==> src/rtl/sfmt_pkg.sv <==
package sfmt_pkg;

  typedef enum logic [1:0] {
    LEN_8  = 2'd0,
    LEN_10 = 2'd1,
    LEN_12 = 2'd2,
    LEN_14 = 2'd3
  } len_e;

  // number of bit periods in a frame for a given length code
  function automatic int frame_bits(input len_e l, input int sample_w);
    case (l)
      LEN_8:   return sample_w - 4;
      LEN_10:  return sample_w - 2;
      LEN_12:  return sample_w;
      default: return sample_w + 2;
    endcase
  endfunction

  // number of sample bits actually carried in a frame
  function automatic int data_bits(input len_e l, input int sample_w);
    int n;
    n = frame_bits(l, sample_w);
    return (n < sample_w) ? n : sample_w;
  endfunction

endpackage

==> src/rtl/sfmt_timing.sv <==
module sfmt_timing #(
  parameter int TICKS    = 12,
  parameter int MAX_BITS = 14,
  localparam int TICK_W  = $clog2(TICKS),
  localparam int BIT_W   = $clog2(MAX_BITS),
  localparam int CNT_W   = $clog2(MAX_BITS + 1)
) (
  input  logic              clk,
  input  logic              rst,
  input  logic [CNT_W-1:0]  len_i,
  output logic [TICK_W-1:0] tick_o,
  output logic [BIT_W-1:0]  bit_o,
  output logic              last_o
);

  logic [TICK_W-1:0] tick_q;
  logic [BIT_W-1:0]  bit_q;
  logic              tick_end;
  logic              bit_end;

  assign tick_end = (tick_q == TICK_W'(TICKS - 1));
  assign bit_end  = (int'(bit_q) == int'(len_i) - 1);
  assign last_o   = tick_end && bit_end;
  assign tick_o   = tick_q;
  assign bit_o    = bit_q;

  always_ff @(posedge clk) begin
    if (rst) begin
      tick_q <= '0;
      bit_q  <= '0;
    end else if (tick_end) begin
      tick_q <= '0;
      bit_q  <= bit_end ? '0 : bit_q + 1'b1;
    end else begin
      tick_q <= tick_q + 1'b1;
    end
  end

  // the bit position never runs past the active frame length
  p_bit_in_frame_r3: assert property (@(posedge clk) disable iff (rst)
    int'(bit_q) < int'(len_i));

  // the bit position only moves when the tick counter wraps
  p_bit_step_r2: assert property (@(posedge clk) disable iff (rst)
    ($past(tick_q) != TICK_W'(TICKS - 1)) |-> $stable(bit_q));

endmodule

==> src/rtl/sfmt_capture.sv <==
module sfmt_capture
  import sfmt_pkg::*;
#(
  parameter int SAMPLE_W = 12,
  parameter int PH_W     = 3,
  localparam int MAX_BITS = SAMPLE_W + 2
) (
  input  logic                clk,
  input  logic                rst,
  input  logic                load_i,
  input  logic [SAMPLE_W-1:0] sample_i,
  input  len_e                len_i,
  input  logic                lsb_i,
  input  logic                inv_i,
  input  logic [PH_W-1:0]     phase_i,
  output len_e                len_o,
  output logic                inv_o,
  output logic [PH_W-1:0]     phase_o,
  output logic [MAX_BITS-1:0] pattern_o
);

  logic [MAX_BITS-1:0] msb_pat;
  logic [MAX_BITS-1:0] lsb_pat;
  logic [MAX_BITS-1:0] pat_d;
  int                  nd;

  len_e                len_q;
  logic                inv_q;
  logic [PH_W-1:0]     phase_q;
  logic [MAX_BITS-1:0] pat_q;

  // MSB-first order does not depend on the length: unused tail is never sent
  for (genvar k = 0; k < MAX_BITS; k++) begin : g_msb
    if (k < SAMPLE_W) begin : g_data
      assign msb_pat[k] = sample_i[SAMPLE_W-1-k];
    end else begin : g_stuff
      assign msb_pat[k] = 1'b0;
    end
  end

  // LSB-first: reverse the kept upper bits, stuffing stays at the tail
  always_comb begin
    nd      = data_bits(len_i, SAMPLE_W);
    lsb_pat = '0;
    for (int k = 0; k < MAX_BITS; k++) begin
      if (k < nd) lsb_pat[k] = sample_i[SAMPLE_W - nd + k];
    end
  end

  assign pat_d = lsb_i ? lsb_pat : msb_pat;

  always_ff @(posedge clk) begin
    if (rst) begin
      len_q   <= LEN_12;
      inv_q   <= 1'b0;
      phase_q <= '0;
      pat_q   <= '0;
    end else if (load_i) begin
      len_q   <= len_i;
      inv_q   <= inv_i;
      phase_q <= phase_i;
      pat_q   <= pat_d;
    end
  end

  assign len_o     = len_q;
  assign inv_o     = inv_q;
  assign phase_o   = phase_q;
  assign pattern_o = pat_q;

  // captured settings and word hold still between frame boundaries
  p_cfg_hold_r10: assert property (@(posedge clk) disable iff (rst)
    !$past(load_i) |-> ($stable(len_q) && $stable(inv_q) && $stable(phase_q) && $stable(pat_q)));

endmodule

==> src/rtl/sfmt_serial.sv <==
module sfmt_serial #(
  parameter int MAX_BITS = 14,
  localparam int BIT_W   = $clog2(MAX_BITS),
  localparam int CNT_W   = $clog2(MAX_BITS + 1)
) (
  input  logic                clk,
  input  logic                rst,
  input  logic [MAX_BITS-1:0] pattern_i,
  input  logic [BIT_W-1:0]    bit_i,
  input  logic [CNT_W-1:0]    len_i,
  input  logic                inv_i,
  output logic                sdata_o,
  output logic                frame_o
);

  logic sdata_q;
  logic frame_q;
  logic bit_val;
  logic first_half;

  assign bit_val    = (int'(bit_i) < MAX_BITS) ? pattern_i[bit_i] : 1'b0;
  assign first_half = (int'(bit_i) < (int'(len_i) / 2));

  always_ff @(posedge clk) begin
    if (rst) begin
      sdata_q <= 1'b0;
      frame_q <= 1'b0;
    end else begin
      sdata_q <= bit_val ^ inv_i;
      frame_q <= first_half;
    end
  end

  assign sdata_o = sdata_q;
  assign frame_o = frame_q;

  // the marker only rises on the first bit of a frame
  p_frame_rise_r9: assert property (@(posedge clk) disable iff (rst)
    $rose(frame_q) |-> ($past(bit_i) == '0));

endmodule

==> src/rtl/sfmt_fwd_clk.sv <==
module sfmt_fwd_clk #(
  parameter int TICKS      = 12,
  parameter int PH_W       = 3,
  parameter int BASE_TICKS = TICKS / 4,
  parameter int STEP_TICKS = TICKS / 6,
  localparam int TICK_W    = $clog2(TICKS)
) (
  input  logic              clk,
  input  logic              rst,
  input  logic [TICK_W-1:0] tick_i,
  input  logic [PH_W-1:0]   phase_i,
  output logic              fclk_o
);

  logic [TICK_W-1:0] off_w;
  logic [TICK_W-1:0] rel_w;
  logic              fclk_q;

  always_comb begin
    off_w = TICK_W'((BASE_TICKS + STEP_TICKS * int'(phase_i)) % TICKS);
    if (tick_i >= off_w) rel_w = tick_i - off_w;
    else                 rel_w = TICK_W'(int'(tick_i) + TICKS - int'(off_w));
  end

  always_ff @(posedge clk) begin
    if (rst) fclk_q <= 1'b0;
    else     fclk_q <= (int'(rel_w) < TICKS / 2);
  end

  assign fclk_o = fclk_q;

  // inside a bit period the clock rises only at the selected offset
  p_fclk_rise_r8: assert property (@(posedge clk) disable iff (rst)
    ($rose(fclk_q) && ($past(tick_i) != '0)) |-> ($past(tick_i) == $past(off_w)));

endmodule

==> src/rtl/serial_frame_fmt.sv <==
module serial_frame_fmt
  import sfmt_pkg::*;
#(
  parameter int SAMPLE_W      = 12,
  parameter int TICKS_PER_BIT = 12,
  parameter int PH_W          = 3,
  localparam int MAX_BITS     = SAMPLE_W + 2,
  localparam int TICK_W       = $clog2(TICKS_PER_BIT),
  localparam int BIT_W        = $clog2(MAX_BITS),
  localparam int CNT_W        = $clog2(MAX_BITS + 1)
) (
  input  logic                clk,
  input  logic                rst,
  input  logic [SAMPLE_W-1:0] sample_i,
  input  logic [1:0]          len_sel_i,
  input  logic                lsb_first_i,
  input  logic                invert_i,
  input  logic [PH_W-1:0]     phase_sel_i,
  output logic                sdata_o,
  output logic                fclk_o,
  output logic                frame_o
);

  logic [TICK_W-1:0]   tick_q;
  logic [BIT_W-1:0]    bit_q;
  logic                frame_last;
  len_e                len_act;
  logic                inv_act;
  logic [PH_W-1:0]     phase_act;
  logic [MAX_BITS-1:0] pattern;
  logic [CNT_W-1:0]    len_bits;

  assign len_bits = CNT_W'(frame_bits(len_act, SAMPLE_W));

  sfmt_timing #(
    .TICKS    (TICKS_PER_BIT),
    .MAX_BITS (MAX_BITS)
  ) u_timing (
    .clk    (clk),
    .rst    (rst),
    .len_i  (len_bits),
    .tick_o (tick_q),
    .bit_o  (bit_q),
    .last_o (frame_last)
  );

  sfmt_capture #(
    .SAMPLE_W (SAMPLE_W),
    .PH_W     (PH_W)
  ) u_capture (
    .clk       (clk),
    .rst       (rst),
    .load_i    (frame_last),
    .sample_i  (sample_i),
    .len_i     (len_e'(len_sel_i)),
    .lsb_i     (lsb_first_i),
    .inv_i     (invert_i),
    .phase_i   (phase_sel_i),
    .len_o     (len_act),
    .inv_o     (inv_act),
    .phase_o   (phase_act),
    .pattern_o (pattern)
  );

  sfmt_serial #(
    .MAX_BITS (MAX_BITS)
  ) u_serial (
    .clk       (clk),
    .rst       (rst),
    .pattern_i (pattern),
    .bit_i     (bit_q),
    .len_i     (len_bits),
    .inv_i     (inv_act),
    .sdata_o   (sdata_o),
    .frame_o   (frame_o)
  );

  sfmt_fwd_clk #(
    .TICKS (TICKS_PER_BIT),
    .PH_W  (PH_W)
  ) u_fwd_clk (
    .clk     (clk),
    .rst     (rst),
    .tick_i  (tick_q),
    .phase_i (phase_act),
    .fclk_o  (fclk_o)
  );

  // serial data holds for the whole bit period after its edge
  p_data_edge_r2: assert property (@(posedge clk) disable iff (rst)
    ($past(tick_q) != '0) |-> $stable(sdata_o));

  // reset drives every output low
  p_reset_low_r1: assert property (@(posedge clk)
    $past(rst) |-> (!sdata_o || !$past(rst, 2)) && (!frame_o || !$past(rst, 2)) && (!fclk_o || !$past(rst, 2)));

endmodule

==> config.mk <==
export PLATFORM = sky130hd
export DESIGN_NAME = serial_frame_fmt
export DESIGN_NICKNAME = d
export VERILOG_FILES = /design/src/rtl/sfmt_pkg.sv /design/src/rtl/sfmt_timing.sv /design/src/rtl/sfmt_capture.sv /design/src/rtl/sfmt_serial.sv /design/src/rtl/sfmt_fwd_clk.sv /design/src/rtl/serial_frame_fmt.sv
export SDC_FILE = /design/constraint.sdc
export NUM_CORES = 1
export LEC_CHECK = 0
export BUFFER_PORTS_ARGS = -buffer_cell sky130_fd_sc_hd__buf_4
export CORE_UTILIZATION = 45
export DETAILED_ROUTE_END_ITERATION = 10
export PLACE_DENSITY = 0.69
export SLEW_MARGIN = 30
export SYNTH_ARGS = -nofsm -noshare
export SYNTH_HDL_FRONTEND = slang
export SYNTH_SLANG_ARGS = --single-unit
export TNS_END_PERCENT = 100
==> constraint.sdc <==
create_clock -name clk -period 9.2 [get_ports clk]
set_input_delay 0.46 -clock clk [delete_from_list [all_inputs] [get_ports clk]]
set_output_delay 0.46 -clock clk [all_outputs]
set_load 0.01 [all_outputs]
# Word-level counts from Yosys, hierarchy flattened
# Cells that the tools add are included.
dict set report word_totals {
  register_bits 31
  input_bits 21
  out_inout_bits 3
  wordCells 141
}
dict set report op_classes {
  addsub 21
  div 1
  magnitude_cmp 34
  eq_ne 6
  muxes 65
  n_bitwise 1
  reduce_logical 4
}
# cell count
set ops {}
lappend ops {{32-bit by 6-bit < comparator with 1-bit output, second input constant} 14}
lappend ops {{32-bit by 5-bit adder with 32-bit output, second input constant} 6}
lappend ops {{5-bit by 32-bit < comparator with 1-bit output, first input constant} 6}
lappend ops {{32-bit by 4-bit adder with 32-bit output, second input constant} 4}
lappend ops {{4-bit by 32-bit < comparator with 1-bit output, first input constant} 4}
lappend ops {{32-bit by 3-bit adder with 32-bit output, second input constant} 2}
lappend ops {{3-bit by 32-bit < comparator with 1-bit output, first input constant} 2}
lappend ops {{1-bit binary-select mux with 4-bit select} 15}
lappend ops {{1-bit two-way mux} 44}
lappend ops {{32-bit by 2-bit adder with 32-bit output, second input constant} 1}
lappend ops {{5-bit by 32-bit == test with 1-bit output} 1}
lappend ops {{1-bit by 32-bit < comparator with 1-bit output, first input constant} 1}
lappend ops {{2-bit by 32-bit < comparator with 1-bit output, first input constant} 1}
lappend ops {{32-bit by 5-bit modulo with 32-bit output, second input constant} 1}
lappend ops {{5-bit by 32-bit subtractor with 32-bit output, first input constant} 1}
lappend ops {{3-bit one-hot mux with 3 select lines} 2}
lappend ops {{14-bit two-way mux} 1}
lappend ops {{4-bit by 1-bit adder with 4-bit output, second input constant} 2}
lappend ops {{4-bit < comparator, second input constant} 2}
lappend ops {{4-bit two-way mux} 2}
lappend ops {{4-bit subtractor} 2}
lappend ops {{2-bit by 4-bit adder with 5-bit output, first input constant} 1}
lappend ops {{4-bit by 5-bit < comparator with 1-bit output, second input constant} 1}
lappend ops {{4-bit by 1-bit subtractor with 5-bit output, second input constant} 1}
lappend ops {{12 further kinds} 15}

# Logic depth before layout (Yosys ltp)
# Gate-level depths: netlist of run 1.
dict set report depth {
  depth_word 11
  ltp_mapped 13
  mapped_depth_nobuf 13
}

# Cells and area by module
# Synthesis of run 1 repeated with hierarchy kept, for this count alone.
dict set report unflattened {
  hier_cells 235
  area_unflattened_um2 2185.8
}
# module n_inst cells_each area_each_um2 seq_area_each_um2
set modules_own_cells {}
lappend modules_own_cells {sfmt_capture 1 111 1024.7 400.4}
lappend modules_own_cells {sfmt_timing 1 55 483.0 160.2}
lappend modules_own_cells {sfmt_fwd_clk 1 41 387.9 20.0}
lappend modules_own_cells {sfmt_serial 1 24 275.3 40.0}
lappend modules_own_cells {serial_frame_fmt 1 4 15.0 0.0}

# Least setup slack after synthesis of run 1
# Ideal clock, no wire load.
dict set report synth_path {
  kind {register -> register}
  from {register u_capture.phase_q[0] (netlist: u_capture.phase_o[0])}
  to {register u_fwd_clk.fclk_q (netlist: u_fwd_clk.fclk_o)}
  setup_time_ns 0.086
  arrival_ns 3.168
  t_required_ns 9.114
  slack_ns 5.946
  path_stages_with_launch 13
  path_buffers 0
  synth_period_minus_slack_ns 3.254
  path_cell_list {dfxtp_1 -> ha_1 -> xor2_1 -> ha_1 -> or3_1 -> a21oi_1 -> xnor2_1 -> ha_1 -> fa_1 -> xnor2_1 -> nand3_1 -> a31o_2 -> a211oi_1}
}
dict set report synth_between {
  elab_chain_len 5
  elab_cells_between_ends 7
  classes_between {add/sub (3); div (1); order compare (2); mux (1)}
}
# item line_no
set synth_rtl {}
lappend synth_rtl {{start: declaration} sfmt_capture.sv:29} ;# logic [PH_W-1:0] phase_q;
lappend synth_rtl {{start signal: assignment} sfmt_capture.sv:61} ;# phase_q <= phase_i;
lappend synth_rtl {{2-bit by 4-bit adder with 5-bit output (*)} sfmt_fwd_clk.sv:20} ;# off_w = TICK_W'((BASE_TICKS + STEP_TICKS * int'(phase_i)) % TICKS);
lappend synth_rtl {{32-bit by 5-bit modulo with 32-bit output (*)} sfmt_fwd_clk.sv:20}
lappend synth_rtl {{4-bit subtractor, or another cell as far along} sfmt_fwd_clk.sv:22} ;# else rel_w = TICK_W'(int'(tick_i) + TICKS - int'(off_w));
lappend synth_rtl {{4-bit two-way mux (*)} sfmt_fwd_clk.sv:21} ;# if (tick_i >= off_w) rel_w = tick_i - off_w;
lappend synth_rtl {{4-bit by 3-bit < comparator with 1-bit output (*)} sfmt_fwd_clk.sv:27} ;# else fclk_q <= (int'(rel_w) < TICKS / 2);
lappend synth_rtl {{end signal: assignment} sfmt_fwd_clk.sv:27}
lappend synth_rtl {{end: declaration} sfmt_fwd_clk.sv:17} ;# logic fclk_q;
# Mark *: on every way between the ends. The rest lies on a longest branch, timed or not.
# A chain may end at the register's enable or synchronous reset.

# Final worst setup path of run 1
# Ends and elaborated chain as after synthesis.

==> results.txt, run 1 <==
status: finished clean
Hold Slack: 0.438 ns
cell area after layout: 2330 sq um
Setup Fix Bufs, Post-CTS: 0
Remaining DRCs: 0
clk buf depth: 2
Antenna Nets Post-Route: 0
die width: 70.3 um
Root Buffer: clkbuf_8
leading area contributor after synthesis: dfxtp_1
Tmin final: 3.55 ns
Util after Layout: 0.528
vias in the first global route: 1596
total negative setup slack: 0 ns
Worst R2R Start: u_capture.phase_o[0]
Core Area: 4410 sq um
Max Freq: 281 MHz
drt pass-1 iters: 4
largest net degree at the start of global routing: 34
most common cell in the netlist: dfxtp_1
min-delay src: phase_sel_i[1]
slowest stage cell on the critical path: fa_1
ant diodes: 0
average wire per standard cell: 14.1 um
Setup violations, final: 0
hold endpoint: u_capture.phase_o[1]
final slew viol count: 0
Static Leak: 0.941 nW
CP top delay family: adder cells
EDFF count, synth: 0
Yosys top cell area share: 0.296
R2R depth: 12
vias per cell: 5.70
clock skew: 0.00555 ns
Cell Chain, Critical Path: ha_1, xor2_1, ha_1, or3_1, a21oi_1, xnor2_1, ha_1, fa_1, xnor2_1, nand3_1, a31o_2, a211oi_1
global routing's busiest layer: met2
commonest cells in the netlist: dfxtp_1 (31), a21oi_1 (22), mux2i_1 (18), o21ai_0 (17), nand2_1 (15)
clk sinks: 31
gr ovfl total: 0
number of I/O pins: 24
final worst path period share: 0.386
critical path type: register to register
total routed wirelength: 4250 um
Final Hold Vio Count: 0
Hold Path Depth: 3
worst min path class: input pin to register
area delta synth->final: 11.1%
GRT met1 Usage: 0.262
syn_nets: 274
gr usage total: 0.190
number of H-tree branching levels: 2
IO Port Bufs: 23
sequential fraction of the synthesis area: 0.296
critical path required time: 9.39 ns
Cells after Synth: 236
first-iteration detailed-routing DRC count: 75
initial core utilization: 0.476
Hold-fix buffers, CTS: 0
share of layout cells above drive strength 1: 0.144
crit-path max FO: 5
Die Y-Extent: 70.3 um
DP Cell Count: 296
first-pass GRT wire length: 7480 um
Max Cap Viol: 0
gpl congestion: 0.756
Row Count: 24
RR Endpoint: u_fwd_clk.fclk_o
Num CTS Buffers: 5
P per Cell Area: 115 nW/um^2
Post-Syn Area: 2100 sq um
post-CTS resize count: 0
worst skew pair latency: 0.28 ns
CTS tree: yes
register bit count reported by yosys: 31
Top FF cell, synth: dfxtp_1
CP dominant cell by count: ha_1
RSZ-0062 raised after global routing: no
area of the die: 4940 sq um
slew margin rel.: 0.576
M3 GR Usage: 0.0303
nets: 289
crit end category: register
syn avg cell area: 8.90 sq um
R2R Setup Slk: 5.65 ns
delay of the slowest critical-path stage: 0.45 ns
Placed Area: 2260 sq um
CP arrival: 3.75 ns
Non-Filler Instances: 302
Synth area leaders: dfxtp_1 (30%), mux2i_1 (8.6%), ha_1 (8.3%)
YS warnings: 0
Max VDD drop: 56.3 uV
Clock Pin Slew Worst Setup and Hold Paths: 0.06 ns
worst path bufs/invs: 0
met2 Use GR: 0.291
Critical Path Source Type: register
initial antenna violation count: 0
worst-margin pin slew: 0.636 ns
ys async rst share: 0
Distinct cells, synth: 47
DP HPWL: 3060 um
DR vias: 1720
-- flip-flops by register name, summed over array words and instances (netlist names) --
register	cells
u_fwd_clk.fclk_o	1
u_capture.inv_o	1
u_capture.pattern_o	14
u_capture.phase_o	3
u_capture.len_o	2
u_timing.bit_o	4
u_serial.frame_o	1
u_serial.sdata_o	1
u_timing.tick_o	4
-- worst register-to-register path, delay by kind of cell, from the launching register on --
family                   cells  cell delay [ns]
AO/OA/AOI/OAI                3             0.68
flip-flops                   1             0.41
XOR/XNOR                     3             0.59
AND/OR/NAND/NOR              2             0.42
adder cells (fa/ha/maj)      4             1.35
-- layer usage --
metal,part of all wire,wire (um),up-vias
met5,0,0,-
met4,0.020,86,0
met3,0.031,131,8
met2,0.44,1890,35
met1,0.50,2140,778
li1,-,-,899
-- worst max-delay path by stage --
| stage | from | slack [ns] | cells past startpoint | to |
|---|---|---|---|---|
| after global placement | u_capture.phase_o[0] | 5.81 | 12 | u_fwd_clk.fclk_o |
| after floorplan | u_capture.phase_o[0] | 5.95 | 12 | u_fwd_clk.fclk_o |
| after detailed placement | u_capture.phase_o[0] | 5.67 | 12 | u_fwd_clk.fclk_o |
| final | u_capture.phase_o[0] | 5.65 | 12 | u_fwd_clk.fclk_o |
| after CTS | u_capture.phase_o[0] | 5.64 | 12 | u_fwd_clk.fclk_o |
| after global routing | u_capture.phase_o[0] | 5.34 | 12 | u_fwd_clk.fclk_o |
-- metrics by stage --
| step | worst slack, ns | total power [mW] |
|---|---|---|
| 3_5_place_dp | 5.67 | 0.173 |
| 3_3_place_gp | 5.81 | 0.173 |
| 4_1_cts | 5.64 | 0.269 |
| 5_1_grt | 5.34 | 0.279 |
| 6_report | 5.65 | 0.268 |
| 2_1_floorplan | 5.95 | 0.160 |
-- layout by cell type, fill, tap and decap left out, types with 3 or more instances in the layout --
master,Yosys,routed
dfxtp_1,31,31
buf_4,1,24
a21oi_1,22,22
mux2i_1,18,18
o21ai_0,17,17
nand2_1,15,15
ha_1,14,14
nand3_1,13,13
inv_1,10,10
a211oi_1,10,10
nor2_1,10,9
xor2_1,6,6
xnor2_1,5,5
nor3b_1,5,5
clkbuf_8,0,5
nand2b_1,4,4
o211ai_1,4,4
nor3_1,3,3
a311oi_1,3,3
fa_1,3,3
-- cell families (layout without fill, tap and decap cells) --
logic type	after synthesis	after routing	synth area share
mux	23	23	0.134
simple gates	58	58	0.142
flops	31	31	0.296
buf+inv	26	40	0.0596
compound gates	70	70	0.210
fa+ha+maj	17	17	0.112
xor+xnor	11	11	0.0459
-- power breakdown --
group          leakage [nW]  switching (mW)  internal [mW]  total (mW)
combinational         0.653          0.0166         0.0155      0.0321
clock                0.0371          0.0474         0.0503      0.0977
sequential            0.251         0.00200          0.136       0.138
total                 0.941          0.0660          0.202       0.268
-- cell type report --
cell class                 instances  area (sq um)
clock buffer                       6          72.6
fill                             417          2080
inverter                          10          37.5
multi-input combinational        179          1360
sequential                        31           621
tap                               52          65.1
timing repair buffer              24           180
(Power assumes the default switching activity.)
==> run 2, diff against run 1 <==
Clock period 9.2 ns to 3.3 ns, I/O delays scaled along.
==> run 2 against run 1 <==
  * Global-route usage is 0.36 points higher
  * Highest routed layer unchanged
  * Clock power grew to 3.4 times the previous value
  * First-iteration DRC count is 21% higher
  * Wire length is 3.7% higher
  * Sequential power grew to 2.8 times the previous value
  * Combinational power grew to 2.9 times the previous value
  * Final cell count is 2.3% higher
  * Sequential share of layout area is 1.0 points lower
==> results.txt, run 2 (synthesis gave the netlist of run 1 again) <==
worst skew pair latency: 0.29 ns (was 0.28 ns)
min-delay src: phase_sel_i[1] (unchanged)
Antenna Nets Post-Route: 0 (unchanged)
ant diodes: 0 (unchanged)
most common cell after layout, fill and taps aside: buf_4 (was dfxtp_1)
slew margin rel.: 0.717 (was 0.576)
initial antenna violation count: 0 (unchanged)
M3 GR Usage: 0.0404 (was 0.0303)
Core Area: 4410 sq um (unchanged)
worst min path class: input pin to register (unchanged)
Die Y-Extent: 70.3 um (unchanged)
Tmin final: 3.14 ns (was 3.55 ns)
Max Cap Viol: 0 (unchanged)
CTS tree: yes (unchanged)
average wire per standard cell: 14.2 um (was 14.1 um)
gr ovfl total: 0 (unchanged)
Final Hold Vio Count: 0 (unchanged)
CP arrival: 3.34 ns (was 3.75 ns)
met2 Use GR: 0.306 (was 0.291)
crit end category: register (unchanged)
Remaining DRCs: 0 (unchanged)
clock skew: 0.00554 ns (was 0.00555 ns)
final worst path period share: 0.951 (was 0.386)
Tot Pwr: 807 uW (was 268 uW)
clk sinks: 31 (unchanged)
slowest stage cell on the critical path: fa_1 (unchanged)
critical path launch point: u_capture.phase_o[0] (unchanged)
area delta synth->final: 16.2% (was 11.1%)
delay of the slowest critical-path stage: 0.44 ns (was 0.45 ns)
share of layout cells above drive strength 1: 0.202 (was 0.144)
CP dominant cell by count: ha_1 (unchanged)
number of H-tree branching levels: 2 (unchanged)
vias per cell: 5.81 (was 5.70)
Max VDD drop: 222 uV (was 56.3 uV)
Critical Path Source Type: register (unchanged)
vias in the first global route: 1625 (was 1596)
die width: 70.3 um (unchanged)
worst-margin pin slew: 0.423 ns (was 0.636 ns)
initial core utilization: 0.476 (unchanged)
Row Count: 24 (unchanged)
DR vias: 1794 (was 1720)
crit-path max FO: 4 (was 5)
final slew viol count: 0 (unchanged)
nets: 294 (was 289)
critical path type: register to register (unchanged)
Max Freq: 319 MHz (was 281 MHz)
total routed wirelength: 4400 um (was 4250 um)
max reg flops: 14 (unchanged)
DP HPWL: 3140 um (was 3060 um)
gpl congestion: 0.799 (was 0.756)
clk buf depth: 2 (unchanged)
most frequent cells in the layout: buf_4 (29), dfxtp_1 (28), a21oi_1 (21) (was dfxtp_1 (31), buf_4 (24), a21oi_1 (22))
largest net degree at the start of global routing: 34 (unchanged)
Util after Layout: 0.553 (was 0.528)
area of the die: 4940 sq um (unchanged)
IO Port Bufs: 23 (unchanged)
Clock Pin Slew Worst Setup and Hold Paths: 0.07 ns (was 0.06 ns)
Cell Chain, Critical Path: buf_4, nand3_2, inv_2, ha_1, or3_1, a21oi_2, xnor2_2, ha_1, fa_1, xnor2_1, nand3_1, a31o_2, a211oi_2 (was ha_1, xor2_1, ha_1, or3_1, a21oi_1, xnor2_1, ha_1, fa_1, xnor2_1, nand3_1, a31o_2, a211oi_1)
first-pass GRT wire length: 7650 um (was 7480 um)
number of I/O pins: 24 (unchanged)
P per Cell Area: 331 nW/um^2 (was 115 nW/um^2)
global routing's busiest layer: met2 (unchanged)
first-iteration detailed-routing DRC count: 91 (was 75)
drt pass-1 iters: 4 (unchanged)
gr usage total: 0.193 (was 0.190)
Num CTS Buffers: 5 (unchanged)
Root Buffer: clkbuf_8 (unchanged)
Worst R2R Start: u_capture.phase_o[0] (unchanged)
status: finished clean (unchanged)
GRT met1 Usage: 0.256 (was 0.262)
Setup violations, final: 0 (unchanged)
Static Leak: 0.987 nW (was 0.941 nW)
critical path required time: 3.50 ns (was 9.39 ns)
## run 2: changes by cell type in the layout (fill, tap and decap cells not counted), sizes merged
cell    before  now
buf         24   29
clkbuf       6    8
## run 2: critical path, delay by kind of cell (launching register included)
kind / cells / cell delay (ns)
AOI/OAI and AO/OA: 3 / 0.62
xor gates and xnor gates: 2 / 0.30
DFF: 1 / 0.34
buffers and inverters: 2 / 0.21
and+or+nand+nor: 3 / 0.54
adders and majority gates: 3 / 1.04
## run 2: where the power goes
part           internal [mW]  total (mW)  switching, mW
logic                 0.0447      0.0935         0.0488
clock network          0.190       0.329          0.139
registers              0.378       0.384        0.00579
total                  0.613       0.807          0.194
## run 2: final cells by class
type / count / area, sq um
clock buffer: 8 / 100
fill: 410 / 1970
inverter: 10 / 37.5
multi-input combinational: 179 / 1400
sequential: 31 / 624
tap: 52 / 65.1
timing repair buffer: 29 / 218
## run 2: final timing paths
path / to / slack (ns) / cells past startpoint
max: u_fwd_clk.fclk_o / 0.16 / 13
min: u_capture.phase_o[1] / 0.13 / 3
max reg2reg: u_fwd_clk.fclk_o / 0.16 / 13
min reg2reg: u_capture.pattern_o[12] / 0.47 / 1
## run 2: stage by stage
stage	setup TNS [ns]	hold slack (ns)	area, sq um	std cells	setup WS, ns
final	0	0.128	2440	309	0.162
after global routing	-0.00278	0.146	2440	309	-0.00278
after CTS	0	0.132	2390	308	0.00921
after detailed placement	-0.0242	0.438	2290	300	-0.0242
after global placement	0	0.437	2290	300	0.0896
after floorplan	0	0.313	2100	236	0.0463
## run 2: repair_timing
item | CTS | global route
pin swaps | 0 | 2
setup buffers | 0 | 1
gates resized for setup | 1 | 10
hold buffers | 0 | 0
setup endpoints to repair | 1 | 1
## run 2: metal layers
metal / up-vias / wire, um
li1: 900 / -
met2: 46 / 1960
met3: 7 / 182
met1: 841 / 2190
met5: - / 0
met4: 0 / 69
==> run 3, diff against run 2 <==
Settings changed: PLACE_DENSITY 0.69 to 0.66.
==> run 3 against run 2 <==
  * Fmax is 3.0% higher
  * Register-to-register slack better by 0.09 ns
  * Largest power group unchanged
  * Wire length is 1.5% lower
  * Hold slack better by 0.010 ns
  * Via count is 2.2% lower
  * Largest cell class unchanged
  * First-iteration DRC count is 21% higher
  * Final cell count stayed put
==> results.txt, run 3 (synthesis gave the netlist of run 1 again) <==
status: finished clean (unchanged)
WL met1: 2180 um (was 2190 um)
Core Area: 4410 sq um (unchanged)
Int Power: 612 uW (was 613 uW)
crit end category: register (unchanged)
drt pass-1 iters: 4 (unchanged)
gr ovfl total: 0 (unchanged)
Max Freq: 328 MHz (was 319 MHz)
initial core utilization: 0.476 (unchanged)
clk buf depth: 2 (unchanged)
CTS tree: yes (unchanged)
worst path bufs/invs: 0 (was 2)
Clock Pin Slew Worst Setup and Hold Paths: 0.06 ns (was 0.07 ns)
initial antenna violation count: 0 (unchanged)
gpl congestion: 0.822 (was 0.799)
most frequent cells in the layout: buf_4 (29), dfxtp_1 (28), a21oi_1 (21) (unchanged)
critical path required time: 3.50 ns (about the same)
number of H-tree branching levels: 2 (unchanged)
CP top delay family: adder cells (unchanged)
RSZ-0062 raised after global routing: no
Max Cap Viol: 0 (unchanged)
Tmin final: 3.05 ns (was 3.14 ns)
Num CTS Buffers: 5 (unchanged)
Setup violations, final: 0 (unchanged)
post-route setup slack: 0.253 ns (was 0.162 ns)
net switching power: 187 uW (was 194 uW)
slowest stage cell on the critical path: fa_2 (was fa_1)
P per Cell Area: 330 nW/um^2 (was 331 nW/um^2)
CP dominant cell by count: ha_1 (unchanged)
worst min path class: input pin to register (unchanged)
worst-margin pin slew: 0.447 ns (was 0.423 ns)
final slew viol count: 0 (unchanged)
largest net degree at the start of global routing: 34 (unchanged)
Final Hold Vio Count: 0 (unchanged)
post-CTS resize count: 0 (was 1)
metal3 WL: 153 um (was 182 um)
total routed wirelength: 4340 um (was 4400 um)
DR vias: 1755 (was 1794)
max layer used: met4 (unchanged)
IO Port Bufs: 23 (unchanged)
average wire per standard cell: 14.0 um (was 14.2 um)
Hold-fix buffers, CTS: 0 (unchanged)
first-pass GRT wire length: 7360 um (was 7650 um)
Comb power frac: 0.114 (was 0.116)
ant diodes: 0 (unchanged)
Critical Path Source Type: register (unchanged)
clock skew: 0.00665 ns (was 0.00554 ns)
Seq pwr share: 0.480 (was 0.476)
Placed Area: 2290 sq um (about the same)
Clock power frac: 0.406 (was 0.408)
gr usage total: 0.188 (was 0.193)
final worst path period share: 0.923 (was 0.951)
Die Y-Extent: 70.3 um (unchanged)
crit-path max FO: 3 (was 4)
number of I/O pins: 24 (unchanged)
Max VDD drop: 192 uV (was 222 uV)
slew margin rel.: 0.702 (was 0.717)
area delta synth->final: 15.4% (was 16.2%)
cell area after layout: 2420 sq um (was 2440 sq um)
max reg flops: 14 (unchanged)
area of the die: 4940 sq um (unchanged)
CP arrival: 3.25 ns (was 3.34 ns)
Setup WS pre-CTS: 0.0633 ns (was -0.0242 ns)
Remaining DRCs: 0 (unchanged)
most common cell after layout, fill and taps aside: buf_4 (unchanged)
delay of the slowest critical-path stage: 0.40 ns (was 0.44 ns)
nets: 294 (unchanged)
Setup Fix Bufs, Post-CTS: 0 (unchanged)
first-iteration detailed-routing DRC count: 110 (was 91)
# fillers: 421 (was 410)
Root Buffer: clkbuf_8 (unchanged)
Row Count: 24 (unchanged)
Static Leak: 0.989 nW (was 0.987 nW)
total negative setup slack: 0 ns (unchanged)
critical path type: register to register (unchanged)
Cell Chain, Critical Path: ha_2, xor2_2, ha_1, or3_1, a21oi_2, xnor2_2, ha_1, fa_2, xnor2_1, nand3_1, a31o_2, a211oi_1 (was buf_4, nand3_2, inv_2, ha_1, or3_1, a21oi_2, xnor2_2, ha_1, fa_1, xnor2_1, nand3_1, a31o_2, a211oi_2)
Antenna Nets Post-Route: 0 (unchanged)
die width: 70.3 um (unchanged)
Met2 Wirelength: 1940 um (was 1960 um)
worst skew pair latency: 0.28 ns (was 0.29 ns)
Hold Slack: 0.138 ns (was 0.128 ns)
vias per cell: 5.68 (was 5.81)
vias in the first global route: 1604 (was 1625)
Switching Share: 0.234 (was 0.240)
DP HPWL: 3110 um (was 3140 um)
clk sinks: 31 (unchanged)
share of layout cells above drive strength 1: 0.195 (was 0.202)
-- run 3: area by class of cell --
class / count / area (sq um) / area share
multi-input combinational: 179 / 1380 / 0.569
sequential: 31 / 624 / 0.258
timing repair buffer: 29 / 218 / 0.0899
clock buffer: 8 / 100 / 0.0413
tap: 52 / 65.1 / 0.0269
inverter: 10 / 37.5 / 0.0155
-- run 3: tightest hold or removal path, stage by stage --
cell	delay [ns]
buf_4	0.11
nand3_1	0.05
a21oi_1	0.05
-- run 3: final timing paths --
kind                           start                       to  slack, ns  cells past startpoint
min reg2reg  u_capture.pattern_o[13]  u_capture.pattern_o[13]       0.47                      1
max             u_capture.phase_o[1]         u_fwd_clk.fclk_o       0.25                     12
max reg2reg     u_capture.phase_o[1]         u_fwd_clk.fclk_o       0.25                     12
min                   phase_sel_i[0]     u_capture.phase_o[0]       0.14                      3
-- run 3: per-stage QoR --
stage               std cells   util  power [mW]
floorplan                 236      -       0.446
global placement          301  0.520       0.482
detailed placement        301  0.520       0.484
CTS                       309  0.543       0.806
global route              309  0.549       0.835
finish                    309  0.549       0.800
-- run 3: power groups by stage --
stage,combinational (mW),sequential (mW),clock (mW)
2_1_floorplan,0.0543,0.391,0
3_3_place_gp,0.0899,0.392,0
3_5_place_dp,0.0912,0.392,0
4_1_cts,0.0914,0.384,0.330
5_1_grt,0.103,0.385,0.348
6_report,0.0912,0.384,0.325
-- run 3: per-layer routing --
metal	global-route usage	up-vias
met2	0.299	32
met3	0.0404	7
li1	-	901
met1	0.251	815
met5	0	-
met4	0.0600	0
